**config.mk**
```make
export PLATFORM = sky130hd
export DESIGN_NAME = evt_status_reg
export DESIGN_NICKNAME = d
export VERILOG_FILES = /design/src/rtl/evsr_pkg.sv /design/src/rtl/sync2.sv /design/src/rtl/sec_tick.sv /design/src/rtl/edge_latch.sv /design/src/rtl/evt_status_reg.sv
export SDC_FILE = /design/constraint.sdc
export NUM_CORES = 1
export LEC_CHECK = 0
export BUFFER_PORTS_ARGS = -buffer_cell sky130_fd_sc_hd__buf_2
export CAP_MARGIN = 15
export CORE_AREA = 2 2 68 76
export CTS_CLUSTER_DIAMETER = 120
export DETAILED_ROUTE_END_ITERATION = 8
export DIE_AREA = 0 0 70 78
export PLACE_DENSITY_LB_ADDON = 0.05
export SETUP_SLACK_MARGIN = 0.2
export SLEW_MARGIN = 10
export SYNTH_ARGS = -nofsm -noshare
export SYNTH_HDL_FRONTEND = slang
export SYNTH_HIERARCHICAL = 1
export SYNTH_SLANG_ARGS = --single-unit
```
**constraint.sdc**
```tcl
create_clock -name clk -period 4.5 [get_ports clk]
set_clock_uncertainty 0.1 [all_clocks]
set_input_delay 0.675 -clock clk [delete_from_list [all_inputs] [get_ports clk]]
set_output_delay 0.675 -clock clk [all_outputs]
set_load 0.02 [all_outputs]
```
**src/rtl/evsr_pkg.sv**
```systemverilog
package evsr_pkg;
  localparam int DW        = 8;
  localparam int AW        = 8;
  localparam int BIT_SEC   = 0;
  localparam int BIT_OVF   = 1;
  localparam int BIT_LTX   = 6;
  localparam int BIT_LRX   = 7;
  localparam logic [DW-1:0] USED_MASK = (DW'(1) << BIT_SEC) | (DW'(1) << BIT_OVF)
                                      | (DW'(1) << BIT_LTX) | (DW'(1) << BIT_LRX);
  localparam logic [AW-1:0] ADDR_STAT = 8'h09;
  localparam logic [AW-1:0] ADDR_IEN  = 8'h0A;
  localparam logic [AW-1:0] ADDR_CTRL = 8'h0B;
  localparam int NLIVE     = 3;
endpackage

```
**src/rtl/sync2.sv**
```systemverilog
module sync2 #(
  parameter int W = 1
) (
  input  logic         clk,
  input  logic         rst,
  input  logic [W-1:0] d,
  output logic [W-1:0] q
);
  logic [W-1:0] meta;

  always_ff @(posedge clk) begin
    if (rst) begin
      meta <= '0;
      q    <= '0;
    end else begin
      meta <= d;
      q    <= meta;
    end
  end
endmodule

```
**src/rtl/sec_tick.sv**
```systemverilog
module sec_tick #(
  parameter int RX_TC = 44_736_000,
  parameter int TX_TC = 34_368_000
) (
  input  logic clk,
  input  logic rst,
  input  logic rx_ref,
  input  logic tx_ref,
  input  logic sel,
  output logic tick
);
  localparam int MAXTC = (RX_TC > TX_TC) ? RX_TC : TX_TC;
  localparam int CW    = $clog2(MAXTC + 1);

  logic [1:0]    ref_s;
  logic [1:0]    ref_prev;
  logic [1:0]    ref_rise;
  logic          sel_q;
  logic          ref_edge;
  logic [CW-1:0] cnt;
  logic [CW-1:0] lim;

  sync2 #(.W(2)) u_ref_sync (
    .clk (clk),
    .rst (rst),
    .d   ({tx_ref, rx_ref}),
    .q   (ref_s)
  );

  assign ref_rise = ref_s & ~ref_prev;

  always_comb begin
    ref_edge = sel ? ref_rise[1] : ref_rise[0];
    lim      = sel ? CW'(TX_TC - 1) : CW'(RX_TC - 1);
  end

  always_ff @(posedge clk) begin
    if (rst) begin
      ref_prev <= '0;
      sel_q    <= 1'b0;
      cnt      <= '0;
      tick     <= 1'b0;
    end else begin
      ref_prev <= ref_s;
      sel_q    <= sel;
      tick     <= 1'b0;
      if (sel != sel_q) begin
        cnt <= '0;
      end else if (ref_edge) begin
        if (cnt == lim) begin
          cnt  <= '0;
          tick <= 1'b1;
        end else begin
          cnt <= cnt + 1'b1;
        end
      end
    end
  end

  AST_TICK_SINGLE: assert property (@(posedge clk) disable iff (rst) tick |=> !tick);
  AST_CNT_RANGE: assert property (@(posedge clk) disable iff (rst) (sel == sel_q) |-> (cnt <= lim));
endmodule

```
**src/rtl/edge_latch.sv**
```systemverilog
module edge_latch #(
  parameter bit EDGE = 1'b1
) (
  input  logic clk,
  input  logic rst,
  input  logic src,
  input  logic clr,
  output logic q
);
  logic set_pulse;

  generate
    if (EDGE) begin : g_edge
      logic src_prev;
      always_ff @(posedge clk) begin
        if (rst) src_prev <= 1'b0;
        else     src_prev <= src;
      end
      assign set_pulse = src & ~src_prev;
    end else begin : g_pulse
      assign set_pulse = src;
    end
  endgenerate

  always_ff @(posedge clk) begin
    if (rst)            q <= 1'b0;
    else if (set_pulse) q <= 1'b1;
    else if (clr)       q <= 1'b0;
  end

  AST_SET_WINS: assert property (@(posedge clk) disable iff (rst) set_pulse |=> q);
  AST_CLEAR: assert property (@(posedge clk) disable iff (rst) (clr && !set_pulse) |=> !q);
  AST_STICKY: assert property (@(posedge clk) disable iff (rst) (!clr && !set_pulse) |=> $stable(q));
endmodule

```
**src/rtl/evt_status_reg.sv**
```systemverilog
module evt_status_reg
  import evsr_pkg::*;
#(
  parameter int RX_TC = 44_736_000,
  parameter int TX_TC = 34_368_000
) (
  input  logic          clk,
  input  logic          rst,
  input  logic          live_ovf,
  input  logic          live_lotc,
  input  logic          live_lorc,
  input  logic          rx_line_clk,
  input  logic          tx_in_clk,
  input  logic [AW-1:0] bus_addr,
  input  logic          bus_wr,
  input  logic          bus_rd,
  input  logic [DW-1:0] bus_wdata,
  output logic [DW-1:0] bus_rdata,
  output logic          bus_rvalid,
  output logic          irq
);
  logic [NLIVE-1:0] live_s;
  logic             tick;
  logic             sel;
  logic [DW-1:0]    stat;
  logic [DW-1:0]    ien;
  logic [DW-1:0]    clr_vec;
  logic             wr_stat;

  sync2 #(.W(NLIVE)) u_live_sync (
    .clk (clk),
    .rst (rst),
    .d   ({live_lorc, live_lotc, live_ovf}),
    .q   (live_s)
  );

  sec_tick #(.RX_TC(RX_TC), .TX_TC(TX_TC)) u_tick (
    .clk    (clk),
    .rst    (rst),
    .rx_ref (rx_line_clk),
    .tx_ref (tx_in_clk),
    .sel    (sel),
    .tick   (tick)
  );

  assign wr_stat = bus_wr && (bus_addr == ADDR_STAT);
  assign clr_vec = wr_stat ? bus_wdata : '0;

  generate
    for (genvar i = 0; i < DW; i++) begin : g_bit
      if (i == BIT_SEC) begin : g_sec
        edge_latch #(.EDGE(1'b0)) u_lat (
          .clk(clk), .rst(rst), .src(tick), .clr(clr_vec[i]), .q(stat[i]));
      end else if (i == BIT_OVF) begin : g_ovf
        edge_latch #(.EDGE(1'b1)) u_lat (
          .clk(clk), .rst(rst), .src(live_s[0]), .clr(clr_vec[i]), .q(stat[i]));
      end else if (i == BIT_LTX) begin : g_ltx
        edge_latch #(.EDGE(1'b1)) u_lat (
          .clk(clk), .rst(rst), .src(live_s[1]), .clr(clr_vec[i]), .q(stat[i]));
      end else if (i == BIT_LRX) begin : g_lrx
        edge_latch #(.EDGE(1'b1)) u_lat (
          .clk(clk), .rst(rst), .src(live_s[2]), .clr(clr_vec[i]), .q(stat[i]));
      end else begin : g_none
        assign stat[i] = 1'b0;
      end
    end
  endgenerate

  always_ff @(posedge clk) begin
    if (rst) begin
      ien <= '0;
      sel <= 1'b0;
    end else if (bus_wr) begin
      if (bus_addr == ADDR_IEN)  ien <= bus_wdata & USED_MASK;
      if (bus_addr == ADDR_CTRL) sel <= bus_wdata[0];
    end
  end

  always_ff @(posedge clk) begin
    if (rst) begin
      bus_rdata  <= '0;
      bus_rvalid <= 1'b0;
      irq        <= 1'b0;
    end else begin
      bus_rvalid <= bus_rd;
      irq        <= |(stat & ien);
      if (bus_rd) begin
        case (bus_addr)
          ADDR_STAT: bus_rdata <= stat;
          ADDR_IEN:  bus_rdata <= ien;
          ADDR_CTRL: bus_rdata <= {{(DW-1){1'b0}}, sel};
          default:   bus_rdata <= '0;
        endcase
      end
    end
  end

  AST_IRQ_MATCH: assert property (@(posedge clk) disable iff (rst) irq == $past(|(stat & ien)));
  AST_UNUSED_ZERO: assert property (@(posedge clk) disable iff (rst)
    (bus_rvalid && $past(bus_addr) == ADDR_STAT) |-> ((bus_rdata & ~USED_MASK) == '0));
  AST_NO_IRQ_DISABLED: assert property (@(posedge clk) disable iff (rst) ($past(ien) == '0) |-> !irq);
  AST_RVALID_PULSE: assert property (@(posedge clk) disable iff (rst) bus_rvalid == $past(bus_rd));
endmodule

```
==> results.yml, run 1 <==
outcome:
  result_of_the_run: "complete, no violations"
timing:
  period_minus_slack_ns: 2.79
  max_slew.worst_pin.slew_ns: 1.09
  setup_repair_after_global_routing_missed_its_margin: "false"
  maxClockFrequency_ghz: 0.358
  finalHoldViolations: 0
  setup_viol: 0
  maxSlewHeadroom_pct: 27.5
  setup-tns-final_ns: 0
  min_period_over_period_pct: 62.0
  finalMaxSlewViolations: 0
setup_path:
  worst-endpoint-arrival_ns: 2.85
  regToRegSetupSlack_ns: 1.71
  crit-reg2reg-launch: "sel$_SDFFE_PP0P_"
  r2r_depth: 5
  cp-start-kind: "flip-flop"
  critPathMaxFanout: 20
  worst-setup-path-type: "flip-flop to flip-flop"
  cpPeakStageDelay_ns: 0.58
  cp_num_buf_inv: 1
  critical_path_required_ns: 4.56
  crit_slowest_cell: "sky130_fd_sc_hd__a2111o_1"
  timing.critical_path.to_type: "flip-flop"
  reg2reg_to: "u_tick/cnt[23]$_SDFFE_PP0N_"
  crit_path_cell_trace: "or3b_1 > a2111o_1 > a2111oi_4 > buf_4 > a211oi_1"
  cp_top_family: "compound AO/OA/AOI/OAI gates"
min_path:
  holdCritStartpoint: "u_tick/tick$_SDFF_PP0_"
  min_delay_worst_endpoint: "g_bit[0].g_sec.u_lat/q$_SDFFE_PP0P_"
  worstHoldPathType: "flip-flop to flip-flop"
  min_delay_path_depth: 2
grt:
  use_met3_pct: 5.84
  grt_use_met2_pct: 34.4
  grt_pass1_vias: 2063
  grt_max_degree: 37
  grt_use_total_pct: 21.0
  grt_antenna_before_repair: 0
  grt_pass1_wl_um: 9160
  grt.met1_usage_pct: 25.3
  grt-ovfl-total: 0
  gr_peak_layer: "met2"
synthesis:
  yosys.area_share.adder_pct: 0.924
  yosys-top-cells-area: "sky130_fd_sc_hd__dfxtp_1, sky130_fd_sc_hd__nand2b_1, sky130_fd_sc_hd__a211oi_1"
  ys.warnings.count: 6
  synth_top_family_by_area: "simple AND/OR/NAND/NOR gates"
  synth_mux_area_share_pct: 3.00
  synth_enable_flop_cells: 0
  synthDominantAreaCellType: "sky130_fd_sc_hd__dfxtp_1"
  async_reset_ff_share_pct: 0
  ys_dominant_reg_cell: "sky130_fd_sc_hd__dfxtp_1"
  synth_simple_gate_area_share_pct: 28.4
  synth_largest_type_area_fraction_pct: 42.9
  synth_cell_types: 49
  flop_and_latch_count_out_of_synthesis: 58
  synth_area_um2: 2710
  synth-xor-area-share_pct: 3.23
  post_synth_inst_count: 281
  synth-compound-area-share_pct: 16.7
  sequential_element_share_of_the_synthesized_area_pct: 42.9
  synth.avg_cell_area_um2: 9.64
run:
  cap_violations: 0
place:
  number_of_buffer_cells_added_on_primary_ports: 26
  dpl.hpwl_um: 3380
  gp_congestion: 0.809
  placed_instances: 350
detailed_routing:
  drtAntennaViolNets: 0
  route.detailed.wl_per_inst_um: 14.1
  wl_um: 5170
  viasPerCell: 5.81
  drcViolationCount: 0
  routed-via-count: 2131
  drt_first_iter_violations: 97
  detailedRoute.firstPassIterationCount: 4
cts:
  clock_tree.buffer_depth: 2
  clk_pin_slew_worst_paths_ns: 0.07
  cts_root_buf: "sky130_fd_sc_hd__clkbuf_8"
  htree_levels: 3
  numClockSinks: 58
  cts_inserted_buffers: 9
  cts_hold_buf: 0
  tritoncts: "yes"
  post_cts.repair.setup_buffers: 0
  post_cts_resized: 0
  insertion_delay_ns: 0.34
finish:
  final_common_cell: "sky130_fd_sc_hd__dfxtp_1"
  final_util_pct: 66.0
  final_cells: 367
  num-nets-final: 333
  areaGrowthSynthToFinish_pct: 12.6
  layout_common_cells: "sky130_fd_sc_hd__dfxtp_1, sky130_fd_sc_hd__buf_2, sky130_fd_sc_hd__nand2b_1"
  share_of_cells_above_drive_strength_1_pct: 17.0
  antennaDiodeCount: 0
floorplan:
  initial_core_util_pct: 58.6
  die_h_um: 78
  placementRows: 26
  coreArea_um2: 4620
  design.portCount: 35
  die-width_um: 70
  fp.dieArea_um2: 5460
pwr:
  power.share.clock_pct: 48.2
  pwr-share-comb_pct: 3.9
  power.net_switching_mw: 0.233
  static-leakage-power_nw: 1.01
  internal_power_mw: 0.864
  power.density_cell_area_nw_per_um2: 360
  sw_frac_of_total_pct: 21.2
  vdd_ir_drop_max_mv: 0.235
  p_seq_share_pct: 47.9
==> routing by layer <==
metal / part of all wire [%] / vias to the layer above
li1: - / 1099
met1: 47 / 991
met4: 1.7 / 0
met2: 48 / 30
met5: 0 / -
met3: 3.4 / 11
==> cells by family after synthesis <==
| kind of cell | after synthesis |
|---|---|
| adders and majority gates | 2 |
| DFF | 58 |
| and+or+nand+nor | 121 |
| muxes | 8 |
| buffers and inverters | 23 |
| other | 1 |
| xor gates and xnor gates | 10 |
| AOI/OAI and AO/OA | 58 |
==> flip-flops by register name (all words and copies together), names as in the netlist, 2 cells and up <==
signal / cells
u_live_sync/q: 3
u_live_sync/meta: 3
u_tick/ref_prev: 2
u_tick/u_ref_sync/q: 2
bus_rdata: 4
u_tick/u_ref_sync/meta: 2
u_tick/cnt: 26
ien: 4
==> worst max-delay path by stage <==
| stage | from | endpoint | slack [ns] | cells past startpoint |
|---|---|---|---|---|
| 2_1_floorplan | sel$_SDFFE_PP0P_ | u_tick/cnt[15]$_SDFFE_PP0N_ | 2.13 | 7 |
| 5_1_grt | sel$_SDFFE_PP0P_ | u_tick/cnt[4]$_SDFFE_PP0N_ | 1.54 | 5 |
| 3_5_place_dp | sel$_SDFFE_PP0P_ | u_tick/cnt[23]$_SDFFE_PP0N_ | 1.75 | 5 |
| 3_3_place_gp | sel$_SDFFE_PP0P_ | u_tick/cnt[2]$_SDFFE_PP0N_ | 1.75 | 5 |
| 4_1_cts | sel$_SDFFE_PP0P_ | u_tick/cnt[23]$_SDFFE_PP0N_ | 1.68 | 5 |
| 6_report | sel$_SDFFE_PP0P_ | u_tick/cnt[23]$_SDFFE_PP0N_ | 1.71 | 5 |
==> power groups by stage <==
stage | Combinational (mW) | Clock [mW] | Sequential [mW]
finish | 0.0425 | 0.528 | 0.526
global route | 0.0476 | 0.560 | 0.526
CTS | 0.0431 | 0.540 | 0.526
detailed placement | 0.0428 | 0 | 0.537
global placement | 0.0423 | 0 | 0.537
floorplan | 0.0277 | 0 | 0.536
==> final cells by class <==
class                      count  area (um2)
multi-input combinational    203        1430
sequential                    58        1160
fill                         414        1570
inverter                       6        22.5
clock inverter                 5        77.6
clock buffer                  11         141
timing repair buffer          28         145
tap                           56        70.1
==> per-stage QoR <==
| stage | hold slack, ns | setup slack (ns) | area [um2] | total power, mW |
|---|---|---|---|---|
| 6_report | 0.325 | 1.71 | 3050 | 1.10 |
| 5_1_grt | 0.350 | 1.54 | 3050 | 1.13 |
| 3_3_place_gp | 0.323 | 1.75 | 2820 | 0.580 |
| 2_1_floorplan | 0.312 | 2.13 | 2720 | 0.564 |
| 3_5_place_dp | 0.323 | 1.75 | 2820 | 0.580 |
| 4_1_cts | 0.333 | 1.68 | 3040 | 1.11 |
==> worst min-delay path, delay by kind of cell (launching register included) <==
kind | cells | cell delay, ns
compound gates | 1 | 0.04
buf+inv | 1 | 0.05
flops | 1 | 0.30
==> synthesized netlist by cell type (all sizes together), types with 8 or more instances <==
cell and instances:
nor2b 19, o31ai 9, or3 8, buf 10, nor3 10, nand2b 22
xnor2 8, or4 11, nand2 12, dfxtp 58, nand3 12, a211oi 19
and4 8
No activity file was read; power rests on OpenSTA's default activity.
==> run 2, diff against run 1 <==
--- a/config.mk
+++ b/config.mk
@@ -5,12 +5,13 @@
 export SDC_FILE = /design/constraint.sdc
 export NUM_CORES = 1
 export LEC_CHECK = 0
+export ABC_AREA = 1
 export BUFFER_PORTS_ARGS = -buffer_cell sky130_fd_sc_hd__buf_2
 export CAP_MARGIN = 15
-export CORE_AREA = 2 2 68 76
+export CORE_AREA = 2 2 76 85
 export CTS_CLUSTER_DIAMETER = 120
 export DETAILED_ROUTE_END_ITERATION = 8
-export DIE_AREA = 0 0 70 78
+export DIE_AREA = 0 0 78 87
 export PLACE_DENSITY_LB_ADDON = 0.05
 export SETUP_SLACK_MARGIN = 0.2
 export SLEW_MARGIN = 10
==> constraint.sdc (replaced) <==
create_clock -name clk -period 2.35 [get_ports clk]
set_clock_uncertainty 0.1 [all_clocks]
set_input_delay 0.3525 -clock clk [delete_from_list [all_inputs] [get_ports clk]]
set_output_delay 0.3525 -clock clk [all_outputs]
set_load 0.02 [all_outputs]
==> results.yml, run 2 <==
outcome:
  result_of_the_run: "complete, no violations"
synthesis:
  synth_area_um2: 2980
  flop_and_latch_count_out_of_synthesis: 58
  synth.avg_cell_area_um2: 6.67
  async_reset_ff_share_pct: 0
  synth_top_cells_by_count: "sky130_fd_sc_hd__nand2_1, sky130_fd_sc_hd__nor2_1, sky130_fd_sc_hd__inv_1"
  ys_dominant_reg_cell: "sky130_fd_sc_hd__dfxtp_1"
  synthDominantAreaCellType: "sky130_fd_sc_hd__dfxtp_1"
  synth_largest_type_area_fraction_pct: 39.0
  yosys-top-cells-area: "sky130_fd_sc_hd__dfxtp_1, sky130_fd_sc_hd__nand2_1, sky130_fd_sc_hd__nor2_1"
  synth_enable_flop_cells: 0
  synth_cell_types: 33
  yosys.cell_count.top_type: "sky130_fd_sc_hd__nand2_1"
  post_synth_inst_count: 446
  sequential_element_share_of_the_synthesized_area_pct: 39.0
  ys.warnings.count: 6
finish:
  areaGrowthSynthToFinish_pct: 13.7
  final_design_area_no_fill_um2: 3380
  sequential_cell_area_um2: 1160
  largest_register: "u_tick/cnt"
  top_regs: "u_tick/cnt: 26 flops, bus_rdata: 4 flops, ien: 4 flops"
  final_cells: 564
  share_of_cells_above_drive_strength_1_pct: 16.5
  area_of_the_multi_input_gates_um2: 1460
  final_util_pct: 56.3
  largest_register_ff_count: 26
  fillCellCount: 620
  num-nets-final: 506
  layout_common_cells: "sky130_fd_sc_hd__nand2_1, sky130_fd_sc_hd__nor2_1, sky130_fd_sc_hd__inv_1"
  final_common_cell: "sky130_fd_sc_hd__nand2_1"
  antennaDiodeCount: 0
min_path:
  worstHoldPathType: "primary input to flip-flop"
  min_delay_path_depth: 3
setup_path:
  cp-start-kind: "flip-flop"
  r2r_depth: 7
  cp_top_family: "simple AND/OR/NAND/NOR gates"
  timing.critical_path.to_type: "flip-flop"
  crit_path_cell_trace: "nand3_1 > nand2_4 > nand2_2 > nor2_2 > nand2_2 > nand2_4 > nor2_1"
  cp.depth: 7
  worst-endpoint-arrival_ns: 1.89
  crit_slowest_cell: "sky130_fd_sc_hd__dfxtp_1"
  critical_path_required_ns: 2.49
  worst-setup-path-type: "flip-flop to flip-flop"
  critPathMaxFanout: 19
  cpPeakStageDelay_ns: 0.55
  cp_num_buf_inv: 0
cts:
  cts_hold_buf: 0
  clock_tree.buffer_depth: 2
  clk_pin_slew_worst_paths_ns: 0.07
  insertion_delay_ns: 0.35
  cts_root_buf: "sky130_fd_sc_hd__clkbuf_8"
  cts_inserted_buffers: 9
  post_cts.repair.setup_buffers: 0
  post_cts_resized: 0
  htree_levels: 3
  numClockSinks: 58
  tritoncts: "yes"
detailed_routing:
  routed-via-count: 2663
  drt_first_iter_violations: 180
  wl_um: 6260
  detailedRoute.firstPassIterationCount: 4
  route.detailed.wl_per_inst_um: 11.1
  viasPerCell: 4.72
  drtAntennaViolNets: 0
  drcViolationCount: 0
floorplan:
  design.portCount: 35
  die-width_um: 78
  coreArea_um2: 6010
  initial_core_util_pct: 49.5
  die_h_um: 87
  fp.dieArea_um2: 6790
  placementRows: 30
grt:
  grt_use_met2_pct: 35.4
  grt_pass1_wl_um: 10700
  use_met3_pct: 4.15
  grt.met1_usage_pct: 22.7
  grt_max_degree: 29
  grt_use_total_pct: 20.2
  gr_peak_layer: "met2"
  grt_antenna_before_repair: 0
  grt_pass1_vias: 2440
  grt-ovfl-total: 0
place:
  placed_instances: 548
  number_of_buffer_cells_added_on_primary_ports: 26
  dpl.hpwl_um: 4610
  place_area_um2: 3160
  gp_congestion: 0.896
timing:
  min_period_over_period_pct: 74.7
  finalMaxSlewViolations: 0
  maxSlewHeadroom_pct: 62.5
  setup-tns-final_ns: 0
  maxClockFrequency_ghz: 0.569
  setup_viol: 0
  setup_repair_after_global_routing_missed_its_margin: "false"
  max_slew.worst_pin.slew_ns: 0.563
  finalHoldViolations: 0
  period_minus_slack_ns: 1.76
pwr:
  static-leakage-power_nw: 1.46
  vdd_ir_drop_max_mv: 0.563
  power.density_cell_area_nw_per_um2: 639
run:
  cap_violations: 0
-- run 2: changes by cell type in the layout (fill, tap and decap cells not counted), sizes merged, moves of 8 or more --
cell and change:
nand3 +27, and4 -8, a211oi -19, nor2b -19, a21oi +10, inv +75, o31ai -9, nand2b -22
nor2 +87, or4 -11, nand2 +108, nor3 -8, or3 -8
-- run 2: cell families (layout without fill, tap and decap cells) --
| family | count (synthesis) | in the layout | share of synthesized area (%) |
|---|---|---|---|
| XOR/XNOR | 9 | 9 | 2.65 |
| multiplexers | 1 | 1 | 0.336 |
| buffers and inverters | 88 | 123 | 12.4 |
| flip-flops | 58 | 58 | 39.0 |
| adder cells (fa/ha/maj) | 2 | 2 | 0.841 |
| AO/OA/AOI/OAI | 27 | 27 | 4.79 |
| AND/OR/NAND/NOR | 260 | 260 | 39.8 |
| other | 1 | 4 | 0.126 |
-- run 2: final cells by class --
cell class / count / share of cell area [%]
inverter: 80 / 8.88
clock buffer: 10 / 4.07
timing repair buffer: 27 / 4.07
multi-input combinational: 303 / 43.1
clock inverter: 6 / 2.63
tap: 80 / 2.96
sequential: 58 / 34.3
-- run 2: final timing paths --
kind / from / to / slack (ns)
worst min-delay path: live_lorc / u_live_sync/meta[2]$_SDFF_PP0_ / 0.10
worst min register to register: u_live_sync/meta[2]$_SDFF_PP0_ / u_live_sync/q[2]$_SDFF_PP0_ / 0.30
worst max register to register: sel$_SDFFE_PP0P_ / u_tick/cnt[17]$_SDFFE_PP0N_ / 0.59
worst max-delay path: sel$_SDFFE_PP0P_ / u_tick/cnt[17]$_SDFFE_PP0N_ / 0.59
-- run 2: where the power goes --
part,total [mW],internal (mW),switching [mW]
clock network,1.06,0.627,0.435
registers,1.01,0.998,0.00869
logic,0.0923,0.0308,0.0614
total,2.16,1.66,0.505
-- run 2: tightest hold or removal path, cell delays in order --
cell and delay [ns]:
sky130_fd_sc_hd__buf_2 0.07, sky130_fd_sc_hd__inv_1 0.03, sky130_fd_sc_hd__nor2_1 0.06
-- run 2: routing by layer --
layer  vias to the layer above  routed length [um]  part of all wire [%]
met5                         -                   0                     0
met4                         0                 172                   2.7
met3                        14                 214                   3.4
met2                        45                3080                    49
met1                      1195                2790                    45
li1                       1409                   -                     -
-- run 2: metrics by stage --
step           hold WS (ns)  power, mW  worst slack [ns]
3_3_place_gp          0.290       1.12             0.602
3_5_place_dp          0.295       1.12             0.562
5_1_grt               0.115       2.22             0.447
6_report              0.105       2.16             0.594
2_1_floorplan         0.288       1.09             0.877
4_1_cts               0.101       2.18             0.544
==> run 3, diff against run 2 <==
--- a/config.mk
+++ b/config.mk
@@ -5,13 +5,13 @@
 export SDC_FILE = /design/constraint.sdc
 export NUM_CORES = 1
 export LEC_CHECK = 0
-export ABC_AREA = 1
+export ABC_AREA = 0
 export BUFFER_PORTS_ARGS = -buffer_cell sky130_fd_sc_hd__buf_2
 export CAP_MARGIN = 15
-export CORE_AREA = 2 2 76 85
+export CORE_AREA = 2 2 73 82
 export CTS_CLUSTER_DIAMETER = 120
 export DETAILED_ROUTE_END_ITERATION = 8
-export DIE_AREA = 0 0 78 87
+export DIE_AREA = 0 0 75 84
 export PLACE_DENSITY_LB_ADDON = 0.05
 export SETUP_SLACK_MARGIN = 0.2
 export SLEW_MARGIN = 10
==> constraint.sdc (replaced) <==
create_clock -name clk -period 1.55 [get_ports clk]
set_clock_uncertainty 0.1 [all_clocks]
set_input_delay 0.2325 -clock clk [delete_from_list [all_inputs] [get_ports clk]]
set_output_delay 0.2325 -clock clk [all_outputs]
set_load 0.02 [all_outputs]
==> results.yml, run 3 (synthesis gave the netlist of run 1 again) <==
outcome:
  result_of_the_run: "finished with violations"
  violations: "setup timing"
timing:
  finalMaxSlewViolations: 0
  setup_repair_after_global_routing_missed_its_margin: "true"
  maxClockFrequency_ghz: 0.473
  final_setup_margin_ns: -0.563
  finalHoldViolations: 0
  period_minus_slack_ns: 2.11
  setup_viol: 27
  min_period_over_period_pct: 136
  fin_worst_hold_slack_ns: 0.0279
floorplan:
  fp.dieArea_um2: 6300
  coreArea_um2: 5550
  placementRows: 29
  design.portCount: 35
  die_h_um: 84
  die-width_um: 75
  initial_core_util_pct: 48.8
run:
  cap_violations: 0
detailed_routing:
  detailedRoute.firstPassIterationCount: 4
  wl_met1_um: 2950
  route.detailed.wl_per_inst_um: 14.2
  viasPerCell: 5.37
  drt_first_iter_violations: 102
  wl_um: 6350
  drcViolationCount: 0
  drtAntennaViolNets: 0
  routed-via-count: 2396
  met2_wirelength_um: 3110
  maxUsedRoutingLayer: "met4"
  met3_length_um: 186
finish:
  num-nets-final: 391
  antennaDiodeCount: 0
  share_of_cells_above_drive_strength_1_pct: 35.5
  areaGrowthSynthToFinish_pct: 36.4
  top_regs: "u_tick/cnt: 26 flops, bus_rdata: 4 flops, ien: 4 flops"
  largest_register_ff_count: 26
  layout_common_cells: "sky130_fd_sc_hd__dfxtp_1, sky130_fd_sc_hd__buf_4, sky130_fd_sc_hd__buf_2"
  largest_register: "u_tick/cnt"
  fillCellCount: 476
  final_common_cell: "sky130_fd_sc_hd__dfxtp_1"
grt:
  grt_max_degree: 28
  grt-ovfl-total: 0
  grt_pass1_vias: 2286
  grt_use_total_pct: 21.4
  grt_pass1_wl_um: 10300
  grt_antenna_before_repair: 0
cts:
  tritoncts: "yes"
  cts_inserted_buffers: 9
  numClockSinks: 58
  cts_root_buf: "sky130_fd_sc_hd__clkbuf_8"
  clock_tree.buffer_depth: 2
  insertion_delay_ns: 0.33
  htree_levels: 3
  clk_pin_slew_worst_paths_ns: 0.07
setup_path:
  critical_path_required_ns: 1.67
  cp-start-kind: "flip-flop"
  critPathMaxFanout: 11
  timing.critical_path.to_type: "flip-flop"
  worst-setup-path-type: "flip-flop to flip-flop"
  crit_path_cell_trace: "or3b_4 > a2111o_1 > buf_6 > a2111oi_4 > buf_4 > buf_8 > nor3_1"
  worst-endpoint-arrival_ns: 2.23
  crit_slowest_cell: "sky130_fd_sc_hd__a2111o_1"
  cpPeakStageDelay_ns: 0.45
  regToRegSetupSlack_ns: -0.56
pwr:
  power.density_cell_area_nw_per_um2: 927
  static-leakage-power_nw: 1.35
  vdd_ir_drop_max_mv: 0.640
place:
  worst_case_setup_slack_after_placement_ns: -0.574
  gp_congestion: 0.759
  number_of_buffer_cells_added_on_primary_ports: 26
  dpl.hpwl_um: 4120
min_path:
  worstHoldPathType: "primary input to flip-flop"
==> run 3: cell types whose count changed in the layout (fill, tap and decap cells not counted), moves of 22 or more <==
cell	before	now
sky130_fd_sc_hd__nand2_1	112	12
sky130_fd_sc_hd__nand3_1	34	12
sky130_fd_sc_hd__nor2_1	76	1
sky130_fd_sc_hd__buf_4	1	49
sky130_fd_sc_hd__nand2b_1	0	22
sky130_fd_sc_hd__inv_1	74	6
==> run 3: repair_timing <==
action | in CTS | in global routing
pin swaps | 2 | 6
setup buffers | 1 | 3
endpoints found under the setup margin | 27 | 27
gates resized for setup | 13 | 17
hold endpoints to repair | 3 | 0
hold buffers | 3 | 0
gates cloned | 0 | 1
==> run 3: layout make-up <==
class	count	area, um2	share of cell area, %
clock inverter	7	125	3.39
clock buffer	9	124	3.35
timing repair buffer	86	624	16.9
inverter	6	22.5	0.610
multi-input combinational	203	1540	41.6
sequential	58	1160	31.5
tap	77	96.3	2.61
==> run 3: per-stage QoR <==
step / TNS [ns] / area (um2) / power [mW] / std cells / utilization [%]
2_1_floorplan: -20.18 / 2730 / 1.64 / 284 / -
3_3_place_gp: -14.12 / 3250 / 1.70 / 422 / 58.5
3_5_place_dp: -14.22 / 3250 / 1.70 / 422 / 58.5
4_1_cts: -14.15 / 3580 / 3.46 / 442 / 64.5
5_1_grt: -16.42 / 3690 / 3.56 / 446 / 66.5
6_report: -14.85 / 3690 / 3.42 / 446 / 66.5
==> run 3: final timing paths <==
kind,from,cells past startpoint,to
worst max-delay path,sel$_SDFFE_PP0P_,7,u_tick/cnt[0]$_SDFFE_PP0N_
worst min-delay path,tx_in_clk,2,u_tick/u_ref_sync/meta[1]$_SDFF_PP0_
worst max register to register,sel$_SDFFE_PP0P_,7,u_tick/cnt[0]$_SDFFE_PP0N_
worst min register to register,u_tick/u_ref_sync/meta[1]$_SDFF_PP0_,1,u_tick/u_ref_sync/q[1]$_SDFF_PP0_
==> run 3: critical path, delay by kind of cell (launching register included) <==
kind            cells  cell delay, ns
compound gates      2            0.63
buf+inv             3            0.50
simple gates        2            0.45
flops               1            0.32
==> run 3: power by group <==
group          switching [mW]  leakage (nW)  internal (mW)
Clock                   0.662         0.124           1.08
Combinational          0.0836         0.753         0.0734
Sequential             0.0110         0.472           1.51
Total                   0.757          1.35           2.67
==> run 3: layer usage <==
metal  vias to the layer above  global-route usage, %
met5                         -                      0
met4                         0                   8.60
met3                        11                   5.43
met2                        39                   34.8
met1                      1136                   26.5
li1                       1210                      -
